File: src/rtl/bac_pkg.sv
package bac_pkg;
  localparam int NUM_SW = 2;   // index 0 = panel switch, index 1 = unit switch

  // strobes from the datapath to the control
  typedef struct packed {
    logic [NUM_SW-1:0] swRise;
    logic [NUM_SW-1:0] swFallQuick;
    logic [NUM_SW-1:0] swFallSlow;
    logic [NUM_SW-1:0] swLevel;
    logic              crashEvt;
    logic              mountedLvl;
  } bacEvt_t;
endpackage

File: src/rtl/bac_datapath.sv
module bac_datapath
  import bac_pkg::*;
#(
  parameter int QUICK_MAX  = 8,
  parameter int FLASH_HALF = 6
) (
  input  logic              clk,
  input  logic              rstN,
  input  logic [NUM_SW-1:0] swIn,
  input  logic              mountedIn,
  input  logic              crashIn,
  input  logic              activeI,
  output bacEvt_t           evt,
  output logic              lampPhase
);
  localparam int NUM_IN  = NUM_SW + 2;
  localparam int DWELL_W = $clog2(QUICK_MAX + 2);
  localparam int FLASH_W = $clog2(FLASH_HALF + 1);
  localparam logic [DWELL_W-1:0] DWELL_SAT  = DWELL_W'(QUICK_MAX + 1);
  localparam logic [DWELL_W-1:0] DWELL_LIM  = DWELL_W'(QUICK_MAX);
  localparam logic [FLASH_W-1:0] FLASH_LAST = FLASH_W'(FLASH_HALF - 1);

  logic [NUM_IN-1:0] rawIn, syncA, syncB;
  logic [NUM_SW-1:0] swPrev;
  logic              crashPrev;
  logic [NUM_SW-1:0] swNow;

  assign rawIn = {crashIn, mountedIn, swIn};
  assign swNow = syncB[NUM_SW-1:0];

  always_ff @(posedge clk or negedge rstN) begin
    if (!rstN) begin
      syncA     <= '0;
      syncB     <= '0;
      swPrev    <= '0;
      crashPrev <= 1'b0;
    end else begin
      syncA     <= rawIn;
      syncB     <= syncA;
      swPrev    <= swNow;
      crashPrev <= syncB[NUM_SW+1];
    end
  end

  for (genvar gi = 0; gi < NUM_SW; gi++) begin : g_sw
    logic [DWELL_W-1:0] dwellCnt;
    logic               fallNow;

    always_ff @(posedge clk or negedge rstN) begin
      if (!rstN)                   dwellCnt <= '0;
      else if (!swNow[gi])         dwellCnt <= '0;
      else if (dwellCnt != DWELL_SAT) dwellCnt <= dwellCnt + 1'b1;
    end

    assign fallNow              = swPrev[gi] & ~swNow[gi];
    assign evt.swRise[gi]       = swNow[gi] & ~swPrev[gi];
    assign evt.swFallQuick[gi]  = fallNow & (dwellCnt <= DWELL_LIM);
    assign evt.swFallSlow[gi]   = fallNow & (dwellCnt >  DWELL_LIM);
    assign evt.swLevel[gi]      = swNow[gi];
  end

  assign evt.crashEvt   = syncB[NUM_SW+1] & ~crashPrev;
  assign evt.mountedLvl = syncB[NUM_SW];

  // flash timer: held in the "on" phase while the beacon is idle
  logic [FLASH_W-1:0] flashCnt;
  always_ff @(posedge clk or negedge rstN) begin
    if (!rstN) begin
      flashCnt  <= '0;
      lampPhase <= 1'b1;
    end else if (!activeI) begin
      flashCnt  <= '0;
      lampPhase <= 1'b1;
    end else if (flashCnt == FLASH_LAST) begin
      flashCnt  <= '0;
      lampPhase <= ~lampPhase;
    end else begin
      flashCnt  <= flashCnt + 1'b1;
    end
  end
endmodule

File: src/rtl/bac_control.sv
module bac_control
  import bac_pkg::*;
(
  input  logic    clk,
  input  logic    rstN,
  input  bacEvt_t evt,
  output logic    activeO
);
  logic pendCrash;
  logic nxtActive, nxtPend;
  logic anyOn, anyFall, cancelReq;

  always_comb begin
    anyOn     = |evt.swLevel;
    anyFall   = |(evt.swFallQuick | evt.swFallSlow);
    cancelReq = (|evt.swFallQuick) & ~anyOn;
    nxtActive = activeO;
    nxtPend   = pendCrash;
    if (cancelReq) nxtActive = pendCrash;      // held crash overrides the cancel
    if (anyFall && !anyOn) nxtPend = 1'b0;
    if (|evt.swRise) nxtActive = 1'b1;
    if (evt.crashEvt && evt.mountedLvl) begin
      if (anyOn) nxtPend   = 1'b1;
      else       nxtActive = 1'b1;
    end
  end

  always_ff @(posedge clk or negedge rstN) begin
    if (!rstN) begin
      activeO   <= 1'b0;
      pendCrash <= 1'b0;
    end else begin
      activeO   <= nxtActive;
      pendCrash <= nxtPend;
    end
  end
endmodule

File: src/rtl/beacon_act_ctrl.sv
module beacon_act_ctrl
  import bac_pkg::*;
#(
  parameter int QUICK_MAX  = 8,
  parameter int FLASH_HALF = 6
) (
  input  logic clk,
  input  logic rstN,
  input  logic panelOn,
  input  logic unitOn,
  input  logic mounted,
  input  logic crashPulse,
  output logic active,
  output logic lamp,
  output logic buzzer
);
  bacEvt_t evt;
  logic    lampPhase;

  bac_datapath #(.QUICK_MAX(QUICK_MAX), .FLASH_HALF(FLASH_HALF)) u_dp (
    .clk      (clk),
    .rstN     (rstN),
    .swIn     ({unitOn, panelOn}),
    .mountedIn(mounted),
    .crashIn  (crashPulse),
    .activeI  (active),
    .evt      (evt),
    .lampPhase(lampPhase)
  );

  bac_control u_ctl (
    .clk    (clk),
    .rstN   (rstN),
    .evt    (evt),
    .activeO(active)
  );

  assign lamp   = active & lampPhase;
  assign buzzer = active;
endmodule

File: config.mk
export PLATFORM = sky130hd
export DESIGN_NAME = beacon_act_ctrl
export DESIGN_NICKNAME = d
export VERILOG_FILES = /design/src/rtl/bac_pkg.sv /design/src/rtl/bac_datapath.sv /design/src/rtl/bac_control.sv /design/src/rtl/beacon_act_ctrl.sv
export SDC_FILE = /design/constraint.sdc
export NUM_CORES = 1
export LEC_CHECK = 0
export BUFFER_PORTS_ARGS = -buffer_cell sky130_fd_sc_hd__buf_2
export CAP_MARGIN = 20
export CORE_UTILIZATION = 30
export DETAILED_ROUTE_END_ITERATION = 8
export SYNTH_ARGS = -nofsm -noshare
export SYNTH_HDL_FRONTEND = slang
export SYNTH_HIERARCHICAL = 1
export SYNTH_SLANG_ARGS = --single-unit
File: constraint.sdc
create_clock -name clk -period 2.5 [get_ports clk]
set_input_delay 0.125 -clock clk [delete_from_list [all_inputs] [get_ports clk]]
set_output_delay 0.125 -clock clk [all_outputs]
set_load 0.1 [all_outputs]
==> impl_metrics.yaml <==
routing:
  detailedRoute.firstPassIterationCount: 4
  vias_per_cell: 4.484
  wl_per_cell_um: 10.72
  detail_route.iter0.violations: 12
  postRouteWirelength_um: 1683
  drt.antenna.violating_nets: 0
  routed-via-count: 704
  route.detailed.drc: 0
pwr:
  p_comb_share_pct: 20.9
  irDropWorstVdd_mv: 0.5163
  power_leakage_nw: 0.6126
  power_frac_seq_pct: 54.1
  power.switching_uw: 282.6
  cell_internal_pwr_uw: 640.1
  power.density_cell_area_nw_per_um2: 700.3
  p_clk_share_pct: 25.1
  power.switching_fraction_pct: 30.63
clocking:
  post_cts_buffers: 0
  cts_inserted_buffers: 3
  cts_resized: 0
  cts-root-to-sink-buffers: 2
  cts_tree: "built"
  root_buffer: "clkbuf_8"
  clk_pin_slew_ns: 0.08
  clk-insertion-delay-late_ns: 0.26
  cts_sinks: 25
  maximum_level_of_the_cts_h_tree: 1
  postCtsHoldBufs: 5
yosys:
  seq_area_frac_synth_pct: 54.58
  syn-num-nets: 108
  postSynthRegisterBits: 25
  synth_ff_type: "dfrtp_1"
  synthesis.area_per_instance_um2: 11.96
  synth.distinct_cells: 25
  postSynthCellCount: 96
  ys_warn_count: 6
  postSynth.asyncResetShare_pct: 100.0
  synth-edff-count: 0
  mappedNetlistArea_um2: 1149
setup_path:
  worstRegToRegCells: 7
  worst_setup_path_start_kind: "flop"
  critical_path.max_fanout: 4
  cp_capture_type: "flop"
  required_ns: 2.64
  arrival_ns: 1.66
  crit_type: "reg -> reg"
timing:
  slew-limit-headroom_pct: 63.48
  timing.final.max_slew_violations: 0
  layout_setup_ws_ns: 0.9807
  skew_ns: 0.002696
  final_hold_viol_count: 0
  unrepaired_setup_endpoints_after_global_routing: "no"
  fmaxAchievable_mhz: 658.2
  post-route-min-period_ns: 1.519
  worst_pin_slew_ns: 0.5479
  fin_tns_setup_ns: 0
  finalCritPeriodShare_pct: 60.77
  final-setup-viol-count: 0
finish:
  post-route-cell-area_um2: 1318
  fin_nets: 122
  area_growth_pct: 14.71
  antenna-diode-count: 0
  post_route_cells_drive_above_1_share_pct: 15.60
floorplan:
  coreArea_um2: 3661
  io-pin-count: 9
  dieArea_um2: 4080
  initial_standard_cell_utilization_of_the_core_pct: 31.37
  die-width_um: 63.88
  rows: 22
  die_y_um: 63.88
global_route:
  antenna_found_initial: 0
  vias_in_the_first_global_route: 710
  globalRouteOverflowTotal: 0
  grt_pass1_wl_um: 2967
  total_global_route_track_usage_pct: 9.268
  grt_start_max_net_pins: 26
placement:
  place_area_um2: 1219
  gp_congestion: 0.6598
  placement.io_buffers: 8
  place_worst_setup_slack_ns: 0.9776
  post-dp-hpwl_um: 1217
worst_hold_path:
  min-delay-path-class: "reg -> reg"
  worstHoldPathCells: 0
outcome:
  run_status: "finished clean"
flow_run:
  max_cap_viol_count: 0
-- per-stage QoR --
stage	util (%)	power [mW]	std cells	hold WS [ns]
after detailed placement	33.29	0.6974	148	0.1527
after floorplan	-	0.6581	96	-0.1706
after global placement	33.29	0.6860	148	0.1397
after global routing	35.99	0.9780	157	0.3713
after CTS	35.99	0.9419	157	0.3580
final	35.99	0.9227	157	0.3542
-- cell usage after synthesis (4+ instances only) --
| cell type | n | area share, % |
|---|---|---|
| xnor2_1 | 4 | 3.0 |
| buf_4 | 4 | 2.6 |
| nand2b_1 | 6 | 3.3 |
| dfrtp_1 | 24 | 52 |
| nor2b_1 | 5 | 2.7 |
| nand3_1 | 5 | 2.2 |
| nand3b_1 | 4 | 2.6 |
| nand2_1 | 7 | 2.3 |
| and2_1 | 6 | 3.3 |
| inv_1 | 4 | 1.3 |
| ha_1 | 6 | 6.5 |
-- logic make-up after synthesis --
group,after synthesis,synth area share [%]
buffers and inverters,8,3.921
muxes,2,1.743
adders and majority gates,6,6.536
xor gates and xnor gates,5,3.812
DFF,25,54.58
and+or+nand+nor,40,22.77
AOI/OAI and AO/OA,10,6.645
-- cells in the final DEF, fill, tap and decap left out, types with 3 or more instances in the layout --
master,instances
nand3b_1,4
ha_1,6
nor2b_1,5
nand3_1,5
inv_1,4
and2_1,6
nand2_1,7
dlygate4sd3_1,5
xnor2_1,4
dfrtp_1,24
clkbuf_8,3
nand2b_1,6
buf_2,8
-- metal layers --
metal	up-vias	wire length, µm	global-route usage (%)
met5	-	0	0
met4	0	12	2.557
met3	2	59	3.214
met2	12	856	16.89
met1	348	754	10.05
li1	342	-	-
-- flip-flops by register name, indices dropped and copies added (netlist names) --
| register | cells |
|---|---|
| u_ctl/activeO | 1 |
| u_ctl/pendCrash | 1 |
| u_dp/crashPrev | 1 |
| u_dp/flashCnt | 3 |
| u_dp/g_sw.dwellCnt | 8 |
| u_dp/lampPhase | 1 |
| u_dp/swPrev | 2 |
| u_dp/syncA | 4 |
| u_dp/syncB | 4 |
-- path summary, 6_finish.rpt --
| path | start | endpoint | slack (ns) |
|---|---|---|---|
| min | u_dp/syncA[1]$_DFF_PN0_ | u_dp/syncB[1]$_DFF_PN0_ | 0.35 |
| min in group asynchronous | rstN | u_dp/syncA[2]$_DFF_PN0_ | 0.37 |
| max | u_dp/g_sw[0].dwellCnt[0]$_DFFE_PN0P_ | u_ctl/activeO$_DFF_PN0_ | 0.98 |
| min reg2reg | u_dp/syncA[1]$_DFF_PN0_ | u_dp/syncB[1]$_DFF_PN0_ | 0.35 |
| max reg2reg | u_dp/g_sw[0].dwellCnt[0]$_DFFE_PN0P_ | u_ctl/activeO$_DFF_PN0_ | 0.98 |
| max in group asynchronous | rstN | u_dp/lampPhase$_DFFE_PN1P_ | 1.75 |
-- power by group through the flow --
stage / Sequential (mW) / Combinational (mW) / Clock (mW)
floorplan: 0.505 / 0.153 / 0
global placement: 0.502 / 0.184 / 0
detailed placement: 0.508 / 0.189 / 0
CTS: 0.500 / 0.196 / 0.246
global route: 0.508 / 0.211 / 0.260
finish: 0.499 / 0.193 / 0.231
-- critical path, stage by stage (launching register included) --
cell and delay (ns):
dfrtp_1 0.41, inv_1 0.10, ha_1 0.15, nand2b_1 0.08
a21oi_1 0.24, nor2_1 0.09, o31ai_1 0.22, nand3_1 0.10
-- cell type report --
| class | instances | area (µm²) |
|---|---|---|
| Timing Repair Buffer | 13 | 90.09 |
| Fill cell | 383 | 2344 |
| Tap cell | 48 | 60.06 |
| Multi-Input combinational cell | 63 | 476.7 |
| Clock inverter | 1 | 7.507 |
| Clock buffer | 3 | 41.29 |
| Sequential cell | 25 | 626.9 |
| Inverter | 4 | 15.01 |
No activity file was read; power rests on OpenSTA's default activity.
